<file path="config.mk">
export PLATFORM = sky130hd
export DESIGN_NAME = ipc_mailbox
export DESIGN_NICKNAME = d
export VERILOG_FILES = /design/src/rtl/mbx_pkg.sv /design/src/rtl/mbx_fifo.sv /design/src/rtl/mbx_irq_bank.sv /design/src/rtl/mbx_srst.sv /design/src/rtl/ipc_mailbox.sv
export SDC_FILE = /design/constraint.sdc
export NUM_CORES = 1
export LEC_CHECK = 0
export ABC_AREA = 1
export ABC_CLOCK_PERIOD_IN_PS = 8900
export BUFFER_PORTS_ARGS = -buffer_cell sky130_fd_sc_hd__buf_2
export CAP_MARGIN = 20
export CORE_MARGIN = 2
export CORE_UTILIZATION = 56
export DETAILED_ROUTE_END_ITERATION = 8
export PLACE_DENSITY = 0.73
export SLEW_MARGIN = 40
export SYNTH_ARGS = -nofsm -noshare
export SYNTH_HDL_FRONTEND = slang
export SYNTH_SLANG_ARGS = --single-unit
</file>
<file path="constraint.sdc">
create_clock -name clk -period 8.9 [get_ports clk]
set_input_delay 1.78 -clock clk [delete_from_list [all_inputs] [get_ports clk]]
set_output_delay 1.78 -clock clk [all_outputs]
set_load 0.01 [all_outputs]
</file>
<file path="src/rtl/mbx_pkg.sv">
package mbx_pkg;

   typedef enum logic [3:0] {
      RG_NONE, RG_REV, RG_CFG, RG_STS, RG_MSG, RG_FULL, RG_CNT, RG_IST, RG_IEN
   } mbx_region_e;

   typedef struct packed {
      mbx_region_e region;
      logic [3:0]  idx;
   } mbx_decode_t;

   localparam int CFG_START_BIT = 1;
   localparam logic [31:0] CFG_KEEP_MASK = 32'h0000_0019;

   // word index = byte address / 4
   function automatic mbx_decode_t mbx_decode(input logic [6:0] w, input int n_mbox,
                                              input int n_user);
      mbx_decode_t d;
      d.region = RG_NONE;
      d.idx    = w[3:0];
      if (w == 7'd0)      d.region = RG_REV;
      else if (w == 7'd4) d.region = RG_CFG;
      else if (w == 7'd5) d.region = RG_STS;
      else if (w[6:4] == 3'b001 && int'(w[3:0]) < n_mbox) d.region = RG_MSG;
      else if (w[6:4] == 3'b010 && int'(w[3:0]) < n_mbox) d.region = RG_FULL;
      else if (w[6:4] == 3'b011 && int'(w[3:0]) < n_mbox) d.region = RG_CNT;
      else if (w[6:3] == 4'b1000 && int'(w[2:1]) < n_user) begin
         d.idx    = {2'b00, w[2:1]};
         d.region = w[0] ? RG_IEN : RG_IST;
      end
      return d;
   endfunction

endpackage

</file>
<file path="src/rtl/mbx_fifo.sv">
module mbx_fifo #(
   parameter int DW    = 32,
   parameter int DEPTH = 4
) (
   input  logic                          clk,
   input  logic                          rst_n,
   input  logic                          flush,
   input  logic                          push,
   input  logic                          pop,
   input  logic [DW-1:0]                 wdata,
   output logic [DW-1:0]                 head,
   output logic                          full,
   output logic                          empty,
   output logic [$clog2(DEPTH+1)-1:0]    count,
   output logic                          push_ok,
   output logic                          leave_full
);
   localparam int CW = $clog2(DEPTH+1);
   localparam int PW = (DEPTH > 1) ? $clog2(DEPTH) : 1;
   localparam bit POW2 = (DEPTH & (DEPTH - 1)) == 0;

   logic [DW-1:0] mem [DEPTH];
   logic [PW-1:0] wp, rp, wp_nx, rp_nx;
   logic          pop_ok;

   if (DEPTH < 2) begin : g_bad_depth
      $error("mbx_fifo: DEPTH must be at least 2");
   end

   assign full       = (count == CW'(DEPTH));
   assign empty      = (count == '0);
   assign push_ok    = push & ~full & ~flush;
   assign pop_ok     = pop & ~empty & ~flush;
   assign leave_full = pop_ok & full;
   assign head       = empty ? '0 : mem[rp];

   if (POW2) begin : g_wrap_free
      assign wp_nx = wp + 1'b1;
      assign rp_nx = rp + 1'b1;
   end else begin : g_wrap_cmp
      assign wp_nx = (wp == PW'(DEPTH - 1)) ? '0 : wp + 1'b1;
      assign rp_nx = (rp == PW'(DEPTH - 1)) ? '0 : rp + 1'b1;
   end

   always_ff @(posedge clk or negedge rst_n) begin
      if (!rst_n) begin
         wp    <= '0;
         rp    <= '0;
         count <= '0;
      end else if (flush) begin
         wp    <= '0;
         rp    <= '0;
         count <= '0;
      end else begin
         if (push_ok) wp <= wp_nx;
         if (pop_ok)  rp <= rp_nx;
         case ({push_ok, pop_ok})
            2'b10:   count <= count + 1'b1;
            2'b01:   count <= count - 1'b1;
            default: count <= count;
         endcase
      end
   end

   always_ff @(posedge clk) begin
      if (push_ok) mem[wp] <= wdata;
   end

   a_r2_count_bound: assert property (@(posedge clk) disable iff (!rst_n)
      count <= CW'(DEPTH));
   a_r3_full_drop: assert property (@(posedge clk) disable iff (!rst_n)
      (push && full && !pop && !flush) |=> (count == CW'(DEPTH)));
   a_r4_empty_pop: assert property (@(posedge clk) disable iff (!rst_n)
      (pop && empty && !push && !flush) |=> (count == '0));

endmodule

</file>
<file path="src/rtl/mbx_irq_bank.sv">
module mbx_irq_bank #(
   parameter int EW = 8
) (
   input  logic          clk,
   input  logic          rst_n,
   input  logic          clear_all,
   input  logic [EW-1:0] set_ev,
   input  logic          wr_status,
   input  logic          wr_enable,
   input  logic [EW-1:0] wdata,
   output logic [EW-1:0] status,
   output logic [EW-1:0] enable,
   output logic          irq
);
   logic [EW-1:0] clr_mask;

   assign clr_mask = wr_status ? wdata : '0;
   assign irq      = |(status & enable);

   always_ff @(posedge clk or negedge rst_n) begin
      if (!rst_n) begin
         status <= '0;
         enable <= '0;
      end else if (clear_all) begin
         status <= '0;
         enable <= '0;
      end else begin
         status <= (status & ~clr_mask) | set_ev;
         if (wr_enable) enable <= wdata;
      end
   end

   a_r7_w1c_clears: assert property (@(posedge clk) disable iff (!rst_n)
      (wr_status && !clear_all && set_ev == '0) |=> ((status & $past(wdata)) == '0));
   a_r7_sticky: assert property (@(posedge clk) disable iff (!rst_n)
      (!clear_all && !wr_status) |=> ((status & $past(status)) == $past(status)));
   a_r5_event_sets: assert property (@(posedge clk) disable iff (!rst_n)
      (!clear_all && set_ev != '0) |=> ((status & $past(set_ev)) == $past(set_ev)));

endmodule

</file>
<file path="src/rtl/mbx_srst.sv">
module mbx_srst #(
   parameter int CYCLES = 4
) (
   input  logic clk,
   input  logic rst_n,
   input  logic start,
   output logic busy,
   output logic done
);
   localparam int CNT_W = $clog2(CYCLES + 1);

   logic [CNT_W-1:0] cnt;

   if (CYCLES < 1) begin : g_bad_cycles
      $error("mbx_srst: CYCLES must be at least 1");
   end

   assign busy = (cnt != '0);

   always_ff @(posedge clk or negedge rst_n) begin
      if (!rst_n) begin
         cnt  <= '0;
         done <= 1'b1;
      end else if (start) begin
         cnt  <= CNT_W'(CYCLES);
         done <= 1'b0;
      end else if (busy) begin
         cnt <= cnt - 1'b1;
         if (cnt == CNT_W'(1)) done <= 1'b1;
      end
   end

   a_r9_done_at_end: assert property (@(posedge clk) disable iff (!rst_n)
      $fell(busy) |-> done);
   a_r9_busy_not_done: assert property (@(posedge clk) disable iff (!rst_n)
      busy |-> !done);

endmodule

</file>
<file path="src/rtl/ipc_mailbox.sv">
module ipc_mailbox #(
   parameter int ADDR_W     = 9,
   parameter int NUM_MBOX   = 4,
   parameter int NUM_USER   = 2,
   parameter int DEPTH      = 4,
   parameter int RST_CYCLES = 4,
   parameter int REV_MAJOR  = 2,
   parameter int REV_MINOR  = 1
) (
   input  logic              clk,
   input  logic              rst_n,
   input  logic              reg_wr,
   input  logic              reg_rd,
   input  logic [ADDR_W-1:0] reg_addr,
   input  logic [31:0]       reg_wdata,
   output logic [31:0]       reg_rdata,
   output logic [NUM_USER-1:0] user_irq
);
   import mbx_pkg::*;

   localparam int EW = 2 * NUM_MBOX;
   localparam int CW = $clog2(DEPTH + 1);
   localparam logic [31:0] REV_WORD = {24'h0, 4'(REV_MAJOR), 4'(REV_MINOR)};

   if (ADDR_W < 9) begin : g_bad_aw
      $error("ipc_mailbox: ADDR_W must be at least 9");
   end
   if (NUM_MBOX < 1 || NUM_MBOX > 16) begin : g_bad_mbox
      $error("ipc_mailbox: NUM_MBOX must be 1..16");
   end
   if (NUM_USER < 1 || NUM_USER > 4) begin : g_bad_user
      $error("ipc_mailbox: NUM_USER must be 1..4");
   end
   if (REV_MAJOR > 15 || REV_MINOR > 15) begin : g_bad_rev
      $error("ipc_mailbox: revision fields are 4 bits");
   end

   // ---------------- decode ----------------
   logic        addr_ok;
   mbx_decode_t dec;
   logic        busy, done;
   logic        wr_act, rd_act;

   if (ADDR_W > 9) begin : g_hi_addr
      assign addr_ok = (reg_addr[1:0] == 2'b00) && (reg_addr[ADDR_W-1:9] == '0);
   end else begin : g_no_hi_addr
      assign addr_ok = (reg_addr[1:0] == 2'b00);
   end

   always_comb begin
      dec = mbx_decode(reg_addr[8:2], NUM_MBOX, NUM_USER);
      if (!addr_ok) dec.region = RG_NONE;
   end

   assign wr_act = reg_wr & ~busy;
   assign rd_act = reg_rd & ~reg_wr;

   // ---------------- configuration / soft reset ----------------
   logic [31:0] cfg_keep;
   logic        srst_start;

   assign srst_start = wr_act && dec.region == RG_CFG && reg_wdata[CFG_START_BIT];

   always_ff @(posedge clk or negedge rst_n) begin
      if (!rst_n)                                cfg_keep <= '0;
      else if (srst_start)                       cfg_keep <= '0;
      else if (wr_act && dec.region == RG_CFG)   cfg_keep <= reg_wdata & CFG_KEEP_MASK;
   end

   mbx_srst #(.CYCLES(RST_CYCLES)) u_srst (
      .clk  (clk),
      .rst_n(rst_n),
      .start(srst_start),
      .busy (busy),
      .done (done)
   );

   // ---------------- mailbox FIFOs ----------------
   logic [31:0]   head_a  [NUM_MBOX];
   logic [CW-1:0] cnt_a   [NUM_MBOX];
   logic [NUM_MBOX-1:0] full_v, empty_v, push_v, pop_v;
   logic [EW-1:0] ev;

   for (genvar m = 0; m < NUM_MBOX; m++) begin : g_mbox
      logic p_ok, l_full;
      assign push_v[m] = wr_act && dec.region == RG_MSG && int'(dec.idx) == m;
      assign pop_v[m]  = rd_act && dec.region == RG_MSG && int'(dec.idx) == m;

      mbx_fifo #(.DW(32), .DEPTH(DEPTH)) u_fifo (
         .clk       (clk),
         .rst_n     (rst_n),
         .flush     (busy),
         .push      (push_v[m]),
         .pop       (pop_v[m]),
         .wdata     (reg_wdata),
         .head      (head_a[m]),
         .full      (full_v[m]),
         .empty     (empty_v[m]),
         .count     (cnt_a[m]),
         .push_ok   (p_ok),
         .leave_full(l_full)
      );
      assign ev[2*m]   = p_ok;
      assign ev[2*m+1] = l_full;
   end

   // ---------------- per-user interrupt banks ----------------
   logic [EW-1:0] st_a [NUM_USER];
   logic [EW-1:0] en_a [NUM_USER];

   for (genvar u = 0; u < NUM_USER; u++) begin : g_user
      logic hit_u;
      assign hit_u = wr_act && int'(dec.idx) == u;
      mbx_irq_bank #(.EW(EW)) u_bank (
         .clk      (clk),
         .rst_n    (rst_n),
         .clear_all(busy),
         .set_ev   (ev),
         .wr_status(hit_u && dec.region == RG_IST),
         .wr_enable(hit_u && dec.region == RG_IEN),
         .wdata    (reg_wdata[EW-1:0]),
         .status   (st_a[u]),
         .enable   (en_a[u]),
         .irq      (user_irq[u])
      );
   end

   // ---------------- read path ----------------
   logic [31:0] rd_mux;

   always_comb begin
      rd_mux = '0;
      case (dec.region)
         RG_REV: rd_mux = REV_WORD;
         RG_CFG: rd_mux = cfg_keep | (32'(busy) << CFG_START_BIT);
         RG_STS: rd_mux = 32'(done);
         RG_MSG:  for (int i = 0; i < NUM_MBOX; i++) if (int'(dec.idx) == i) rd_mux = head_a[i];
         RG_FULL: for (int i = 0; i < NUM_MBOX; i++) if (int'(dec.idx) == i) rd_mux = 32'(full_v[i]);
         RG_CNT:  for (int i = 0; i < NUM_MBOX; i++) if (int'(dec.idx) == i) rd_mux = 32'(cnt_a[i]);
         RG_IST:  for (int i = 0; i < NUM_USER; i++) if (int'(dec.idx) == i) rd_mux = 32'(st_a[i]);
         RG_IEN:  for (int i = 0; i < NUM_USER; i++) if (int'(dec.idx) == i) rd_mux = 32'(en_a[i]);
         default: rd_mux = '0;
      endcase
   end

   always_ff @(posedge clk or negedge rst_n) begin
      if (!rst_n)      reg_rdata <= '0;
      else if (rd_act) reg_rdata <= rd_mux;
   end

   a_r11_rev_latency: assert property (@(posedge clk) disable iff (!rst_n)
      (reg_rd && !reg_wr && reg_addr == '0) |=> (reg_rdata == REV_WORD));
   a_r9_flush_empty: assert property (@(posedge clk) disable iff (!rst_n)
      $fell(busy) |-> (&empty_v));
   a_r4_empty_reads_zero: assert property (@(posedge clk) disable iff (!rst_n)
      (rd_act && dec.region == RG_MSG && (|(empty_v & (NUM_MBOX'(1) << dec.idx))))
      |=> (reg_rdata == '0));

endmodule

</file>
# Word level (Yosys, flattened, before mapping)
# Memories as Yosys holds them, arrays and structs flattened.
# Cells that the tools add are included.
dict set report classes {
  n_addsub 17
  order_cmp 2
  eq_ne 30
  muxes 83
  n_bitwise 41
  reduce_logical 50
}
# operator count
set op_table {}
lappend op_table {{$mux 32} 18}
lappend op_table {{$pmux 32 s8} 1}
lappend op_table {{$mux 8} 11}
lappend op_table {{$mux 4} 14}
lappend op_table {{$and 8x8->8} 4}
lappend op_table {{$mux 2} 16}
lappend op_table {{$or 32x2->32} 1}
lappend op_table {{$reduce_bool 2->1} 13}
lappend op_table {{$eq 4x3->1 const B} 6}
lappend op_table {{$pmux 3 s2} 4}
lappend op_table {{$and 1x1->1} 22}
lappend op_table {{$logic_and 1x1->1} 22}
lappend op_table {{$mux 3} 7}
lappend op_table {{$add 2x1->2 const B} 8}
lappend op_table {{$not 8->8} 2}
lappend op_table {{$or 8x8->8} 2}
lappend op_table {{$reduce_or 8->1} 2}
lappend op_table {{$reduce_bool 3->1} 5}
lappend op_table {{$sub 3x1->3 const B} 5}
lappend op_table {{$eq 7x3->1 const B} 2}
lappend op_table {{$add 3x1->3 const B} 4}
lappend op_table {{$eq 3x3->1 const B} 4}
lappend op_table {{$eq 4x2->1 const B} 3}
lappend op_table {{$logic_not 3->1} 4}
lappend op_table {{other kinds (14)} 43}
dict set report totals {
  register_bits 128
  ram_bits 512
  memories 4
}
# memory words width read_ports rd_ports_with_merged_regs wr line
set memory_table {}
lappend memory_table {{g_mbox[0].u_fifo.mem} 4 32 1 0 1 mbx_fifo.sv:22} ;# logic [DW-1:0] mem [DEPTH];
lappend memory_table {{g_mbox[1].u_fifo.mem} 4 32 1 0 1 mbx_fifo.sv:22}
lappend memory_table {{g_mbox[2].u_fifo.mem} 4 32 1 0 1 mbx_fifo.sv:22}
lappend memory_table {{g_mbox[3].u_fifo.mem} 4 32 1 0 1 mbx_fifo.sv:22}

# Longest topological paths before layout
# Gate-level depths: netlist of the first run.
dict set report logic_depth {
  word_depth 18
  mapped_depth 20
  ltp_nobuf 20
}

# Modules after synthesis
# A second synthesis of the first run with hierarchy kept.
dict set report unflattened {
  cells_unflattened 2496
  hier_area_um2 26576.7
}
# mod n_inst cells_per_inst area_each_um2 seq_area_each_um2
set by_module_without_submodules {}
lappend by_module_without_submodules {{mbx_fifo (g_mbox[1].u_fifo ...)} 2 445 5442.7 4018.9}
lappend by_module_without_submodules {{mbx_fifo (g_mbox[0].u_fifo)} 1 445 5455.2 4018.9}
lappend by_module_without_submodules {{mbx_fifo (g_mbox[3].u_fifo)} 1 445 5417.7 4018.9}
lappend by_module_without_submodules {ipc_mailbox 1 505 3125.5 875.8}
lappend by_module_without_submodules {mbx_irq_bank 2 92 734.5 400.4}
lappend by_module_without_submodules {mbx_srst 1 27 224.0 101.3}

# Worst setup path before layout of the first run
# No wires, ideal clock.
dict set report synth_path {
  path_kind {input-to-reg}
  from {in reg_addr[5]}
  to {mem g_mbox[2].u_fifo.mem[0][0], enable pin}
  setup_ps 421
  arrival_time_ps 4324
  required_ps 8479
  setup_slack_ps 4155
  cell_stages 8
  n_path_buf 1
  cell_sequence {nor2_4 nand4_1 nand3_1 nand4_4 nor2_4 nand2_1 buf_4 nor2_1}
}
dict set report synth_via {
  elab_chain_len 17
  elab_cells_between_ends 31
}
# item line
set synth_lines {}
lappend synth_lines {{start: declaration} ipc_mailbox.sv:14} ;# input logic [ADDR_W-1:0] reg_addr,
lappend synth_lines {{branches (longest 12 deep; another with $lt 4x3->1)} n/a}
lappend synth_lines {{$logic_and 1x1->1 *} ipc_mailbox.sv:86} ;# assign push_v[m] = wr_act && dec.region == RG_MSG && int'(dec.idx) == m;
lappend synth_lines {{$and 1x1->1 * (2 in a row)} mbx_fifo.sv:32} ;# assign push_ok = push & ~full & ~flush;
lappend synth_lines {{$mux 1 *} mbx_fifo.sv:66} ;# if (push_ok) mem[wp] <= wdata;
lappend synth_lines {{$mux 1 (not written as such) *} mbx_fifo.sv:66}
lappend synth_lines {{end: declaration} mbx_fifo.sv:22}
# Every way passes the cells marked *.

# Worst setup path after layout of the first run
dict set report layout_path {
  from {in reg_addr[5]}
  to {reg g_mbox[2].u_fifo.count[2]}
}
dict set report layout_via {
  elab_chain_len 18
  elab_cells_between_ends 38
}
# item line
set layout_lines {}
lappend layout_lines {{branches (longest 18 deep; another with $lt 4x3->1)} n/a}
lappend layout_lines {{end signal: assignment} mbx_fifo.sv:58} ;# 2'b10: count <= count + 1'b1;
lappend layout_lines {{end signal: assignment} mbx_fifo.sv:59} ;# 2'b01: count <= count - 1'b1;
lappend layout_lines {{end signal: assignment} mbx_fifo.sv:60} ;# default: count <= count;
lappend layout_lines {{end: declaration} mbx_fifo.sv:14} ;# output logic [$clog2(DEPTH+1)-1:0] count,
# Several ways; the timed one is not identified.
# A chain may end at the register's enable or synchronous reset.

==> results.toml, run 1 <==
[outcome]
outcome = "completed"

[critical_path]
startpoint_type = "input pin"
crit_type = "in -> reg"
crit_fanout = 11
crit_top_cell = "nand2_1"
cp_num_buf_inv = 2
cp-end-kind = "register"
slowest_delay_ns = 0.40
required_ns = 9.45
r2r_cells = 18
crit_chain = "buf_2 -> nor2_4 -> nand4_1 -> nand3_1 -> nand4_4 -> nor2_4 -> nand2_1 -> nand3_2 -> inv_1 -> fa_1 -> xnor2_1 -> nand4_1 -> nand2_1 -> nand2_1 -> nand2_1"
arrival_ns = 4.64
cp_top_family = "simple AND/OR/NAND/NOR gates"
critPathSlowestCell = "nand2_1"
cp.depth = 15

[timing]
final-hold-violation-count = 0
drv_slew = 0
max_slew_margin_pct = 47.7
period_share_pct = 45.9
setup_viol = 0
worst_pin_slew_ns = 0.784
fin_tns_setup_ns = 0
rsz0062_at_grt = "false"
timing.fmax_ghz = 0.245
fin_crit_ns = 4.09
finClkSkew_ns = 0.0352

[logic_synthesis]
ys_ff_latch = 611
synth_ff_type = "edfxtp_1"
synthesis.area_um2 = 25400
syn_area_per_cell_um2 = 11.8
synth_nets = 2217
yosys.area.top_type = "edfxtp_1"
yosysMostFrequentCell = "edfxtp_1"
synth_area_leaders = "edfxtp_1 61%, dfrtp_1 9.7%, nand2_1 6.2%, o21ai_0 4.5%, nor2_1 3.1%"
synth_edf_count = 512
syn_inst = 2149
synth_top_area_share_pct = 60.6
synth_warnings = 0
netlist_top_cells_count = "512 x edfxtp_1, 416 x nand2_1, 230 x o21ai_0"
seq_area_frac_synth_pct = 70.3
async_flop_share_pct = 16.2
synth.distinct_cells = 45

[floorplanning]
fp.dieH_um = 217
die_area_um2 = 47000
num_rows = 78
core_area_um2 = 45100
start_util_pct = 56.3
pin_count = 79
die_w_um = 217

[global_route]
grt_pass1_wl_um = 98000
use_met1_pct = 35.2
use_met3_pct = 4.03
grt_max_degree = 69
use_met2_pct = 45.9
antenna_found_initial = 1
gr-usage-all-layers_pct = 27.4
grt_pass1_vias = 17029
grt-ovfl-total = 0
busiest_layer = "met2"

[run]
max_cap_viol_count = 0

[finish]
fillCellCount = 3345
layout-drive-gt1-share_pct = 12.8
design_area_um2 = 28700
multi_input_area_um2 = 6800
nNetsFinal = 2277
ff_latch_area_um2 = 17900
n_antenna_cell = 0
syn_to_final_growth_pct = 13.2

[detailed_routing]
drt_wl_total_um = 63700
final_antenna_net_count = 0
detail_route.iter0.violations = 1771
drt-wirelength-per-cell_um = 22.3
vias = 17299
drc = 0
dr.pass1.iters = 7
vias_per_cell = 6.05

[cts]
clk_path_buf_depth = 3
clk_root_buffer_cell = "clkbuf_16"
cts_made_buffers = 59
post_cts_resized = 0
path_clk_slew_ns = 0.06
clk-insertion-delay-late_ns = 0.64
post_cts_buffers = 0
cts_tree = "done"
cts_hold_buf = 0
htreeDepth = 2
clock_sinks = 611

[placement]
place.port_buffers = 78
dp_hpwl_um = 40100
dpl_cell_area_um2 = 26800
place_congestion = 0.929

[min_path]
hp-class = "reg -> reg"
hold_path_depth = 2

[power]
peakVddDrop_uv = 192
power_density_nw_per_um2 = 210
leakagePower_uw = 0.0107
-- power breakdown --
part / leakage [µW] / internal [µW] / total [µW] / switching, µW
Combinational: 0.00378 / 88.7 / 377 / 288
Clock: 0.000948 / 1390 / 2460 / 1080
Sequential: 0.00596 / 3150 / 3190 / 46.1
Total: 0.0107 / 4620 / 6030 / 1410
-- cell families after synthesis --
family          synth area share (%)
xor+xnor                       0.173
flops                           70.3
simple gates                    12.4
fa+ha+maj                       1.25
compound gates                  12.4
buf+inv                         3.42
-- worst paths after layout --
check | from | endpoint | slack [ns]
max in group asynchronous | rst_n | g_mbox[3].u_fifo.rp[0] | 6.50
setup reg to reg | u_srst.cnt[0] | g_mbox[2].u_fifo.count[2] | 5.14
min in group asynchronous | rst_n | u_srst.cnt[1] | 1.18
hold / removal | reg_rdata[1] | reg_rdata[1] | 0.47
hold reg to reg | reg_rdata[1] | reg_rdata[1] | 0.47
setup / recovery | reg_addr[5] | g_mbox[2].u_fifo.count[2] | 4.81
-- registers in the layout, indices dropped and copies added (netlist names) --
register	count
g_mbox.u_fifo.wp	8
cfg_keep	3
g_mbox.u_fifo.rp	8
g_mbox.u_fifo.count	12
g_user.u_bank.enable	16
u_srst.cnt	3
u_srst.done	1
reg_rdata	32
g_mbox.u_fifo.mem	512
g_user.u_bank.status	16
-- worst register-to-register path: cells and delay by family (launching register included) --
| kind | cells | cell delay [ns] |
|---|---|---|
| buffers and inverters | 6 | 1.19 |
| adders and majority gates | 2 | 0.53 |
| DFF | 1 | 0.40 |
| xor gates and xnor gates | 1 | 0.20 |
| and+or+nand+nor | 9 | 1.37 |
-- layout by cell type (no fill, tap or decap), types with 11 or more instances in the layout --
master / synthesis / routed
o211ai_1: 24 / 24
ha_1: 19 / 19
edfxtp_1: 512 / 512
a32o_1: 44 / 44
clkbuf_16: 0 / 59
buf_16: 0 / 11
nor2_4: 8 / 24
clkinv_2: 0 / 19
nor2_1: 212 / 195
o21ai_0: 230 / 230
dfrtp_1: 98 / 94
clkinv_1: 2 / 12
inv_2: 13 / 14
buf_2: 10 / 77
buf_4: 4 / 18
a21oi_1: 121 / 119
nand3_1: 72 / 72
inv_1: 93 / 87
nand2_1: 416 / 416
o22ai_1: 84 / 84
nand4_1: 12 / 12
-- through the flow --
| step | hold slack [ns] | utilization [%] | worst slack (ns) | cells | total power, µW |
|---|---|---|---|---|---|
| after floorplan | 0.448 | - | 4.15 | 2149 | 3460 |
| after global placement | 0.460 | 58.4 | 4.23 | 2728 | 3610 |
| after detailed placement | 0.462 | 59.4 | 4.23 | 2748 | 3630 |
| after CTS | 0.479 | 63.7 | 4.87 | 2859 | 6050 |
| after global routing | 0.500 | 63.7 | 4.57 | 2859 | 6210 |
| final | 0.472 | 63.7 | 4.81 | 2859 | 6030 |
-- per-layer routing --
layer  share of wire [%]  routed length (µm)
met1                  39               25000
met2                  49               31200
met3                 6.7                4290
met4                 5.0                3170
met5               0.020                  13
-- cell type report --
type,instances,share of cell area [%]
flip-flops and latches,611,62.2
multi-input cells,1314,23.7
clock buffers,67,5.31
repair buffers,115,3.34
well taps,600,2.61
clock inverters,44,1.45
inverters,108,1.45
(Power assumes the default switching activity.)
==> inputs of run 2 (changes only) <==
Settings changed: ABC_CLOCK_PERIOD_IN_PS 8900 to 4300.
Clock period 8.9 ns to 4.3 ns, I/O delays scaled along.
==> results.toml, run 2 (synthesized netlist as in run 1, its figures left out) <==
[detailed_routing]
vias = 17505
drc = 0
final_antenna_net_count = 0
detail_route.iter0.violations = 1875
drt_wl_total_um = 66800
dr.pass1.iters = 5
drt-wirelength-per-cell_um = 23.3
vias_per_cell = 6.11

[timing]
fin_tns_setup_ns = 0
max_slew_margin_pct = 44.2
drv_slew = 0
period_share_pct = 69.7
worst_pin_slew_ns = 0.836
rsz0062_at_grt = "false"
timing.fmax_ghz = 0.334
fin_crit_ns = 3.00
finClkSkew_ns = 0.0300
setup_viol = 0
final-hold-violation-count = 0

[power]
leakagePower_uw = 0.0107
peakVddDrop_uv = 317
power_density_nw_per_um2 = 450
power_uw = 12900

[finish]
ff_latch_area_um2 = 17900
design_area_um2 = 28700
post-route-util_pct = 63.6
final_common_cell = "edfxtp_1"
top_regs = "g_mbox.u_fifo.mem: 512 flops, reg_rdata: 32 flops"
fillCellCount = 3408
layout-drive-gt1-share_pct = 13.0
n_antenna_cell = 0
regMostFlops = "g_mbox.u_fifo.mem"
multi_input_area_um2 = 6800
syn_to_final_growth_pct = 13.1
largest_reg_flops = 512
stdcell_count = 2865
nNetsFinal = 2282
final_cell_mix = "512 x edfxtp_1, 416 x nand2_1, 230 x o21ai_0, 195 x nor2_1, 121 x a21oi_1"

[cts]
clk_path_buf_depth = 3
cts_tree = "done"
clock_sinks = 611
cts_hold_buf = 0
post_cts_buffers = 0
path_clk_slew_ns = 0.06
post_cts_resized = 0
clk_root_buffer_cell = "clkbuf_16"
htreeDepth = 2
cts_made_buffers = 60
clk-insertion-delay-late_ns = 0.63

[critical_path]
cp_num_buf_inv = 3
crit_top_cell = "nor2_4"
crit_type = "in -> reg"
arrival_ns = 3.32
critPathSlowestCell = "nor2_4"
cp-end-kind = "register"
required_ns = 4.62
crit_fanout = 18
startpoint_type = "input pin"
crit_chain = "buf_2 -> nor2_4 -> nand4_1 -> nand3_1 -> nand4_4 -> nor2_4 -> nand2_1 -> buf_4 -> nor2_4 -> buf_12"
slowest_delay_ns = 0.44
cp_top_family = "simple AND/OR/NAND/NOR gates"

[placement]
place.port_buffers = 78
dpl_cell_area_um2 = 26600
dp_hpwl_um = 40500
dp.cells = 2752
place_congestion = 0.932

[global_route]
grt_max_degree = 80
grt_pass1_vias = 16951
antenna_found_initial = 0
gr-usage-all-layers_pct = 28.8
grt_pass1_wl_um = 102000
grt-ovfl-total = 0

[floorplanning]
fp.dieH_um = 217
num_rows = 78
die_w_um = 217
die_area_um2 = 47000
start_util_pct = 56.3
core_area_um2 = 45100
pin_count = 79

[run]
max_cap_viol_count = 0

[min_path]
hp-class = "in -> async"

[outcome]
outcome = "completed"
run 2: area by class of cell:
cell class | count | share of cell area, %
sequential | 611 | 62.2
multi-input combinational | 1314 | 23.7
clock buffer | 82 | 5.87
timing repair buffer | 119 | 2.77
tap | 600 | 2.62
inverter | 108 | 1.43
clock inverter | 31 | 1.40
run 2: path summary, 6_finish.rpt:
check                              startpoint                          to  slack (ns)  depth (start not counted)
worst min-delay path                    rst_n                 cfg_keep[4]        0.27                          1
min in group clk                 reg_rdata[1]                reg_rdata[1]        0.47                          2
worst min register to register   reg_rdata[1]                reg_rdata[1]        0.47                          2
worst max register to register  u_srst.cnt[0]   g_mbox[1].u_fifo.count[2]        1.53                         20
max in group asynchronous               rst_n  g_user[1].u_bank.status[7]        3.13                          2
worst max-delay path              reg_addr[5]  g_mbox[2].u_fifo.mem[3][2]        1.30                         10
run 2: routing by layer:
layer  share of wire [%]  global-route usage [%]  wire (µm)
met3                 7.7                    3.90       5150
met2                  48                    45.9      31800
met4                 5.8                    16.8       3860
met5                   0                       0          0
met1                  39                    38.3      25900
run 2: metrics by stage:
step,hold WS (ns),setup WS [ns]
5_1_grt,0.316,1.12
2_1_floorplan,0.448,0.475
3_3_place_gp,0.458,0.850
4_1_cts,0.321,1.38
6_report,0.273,1.30
3_5_place_dp,0.461,0.751
run 2: worst reg2reg max path: stages (launching register included):
cell     delay (ns)
dfrtp_1        0.42
inv_1          0.10
ha_1           0.17
inv_1          0.07
nor2_4         0.09
inv_2          0.04
nor2_1         0.07
inv_1          0.16
nor2_4         0.18
nand2_2        0.07
nor2_4         0.14
nor2_2         0.09
nand2_1        0.13
inv_1          0.06
fa_1           0.37
xnor2_1        0.21
inv_1          0.06
nand2_1        0.06
nand2_1        0.05
nand2_1        0.05
o21ai_1        0.06
run 2: power breakdown:
part           leakage (µW)  internal (µW)  switching [µW]
Sequential          0.00596           6510            96.1
Combinational       0.00373            205             594
Clock               0.00102           3280            2220
Total                0.0107          10000            2910
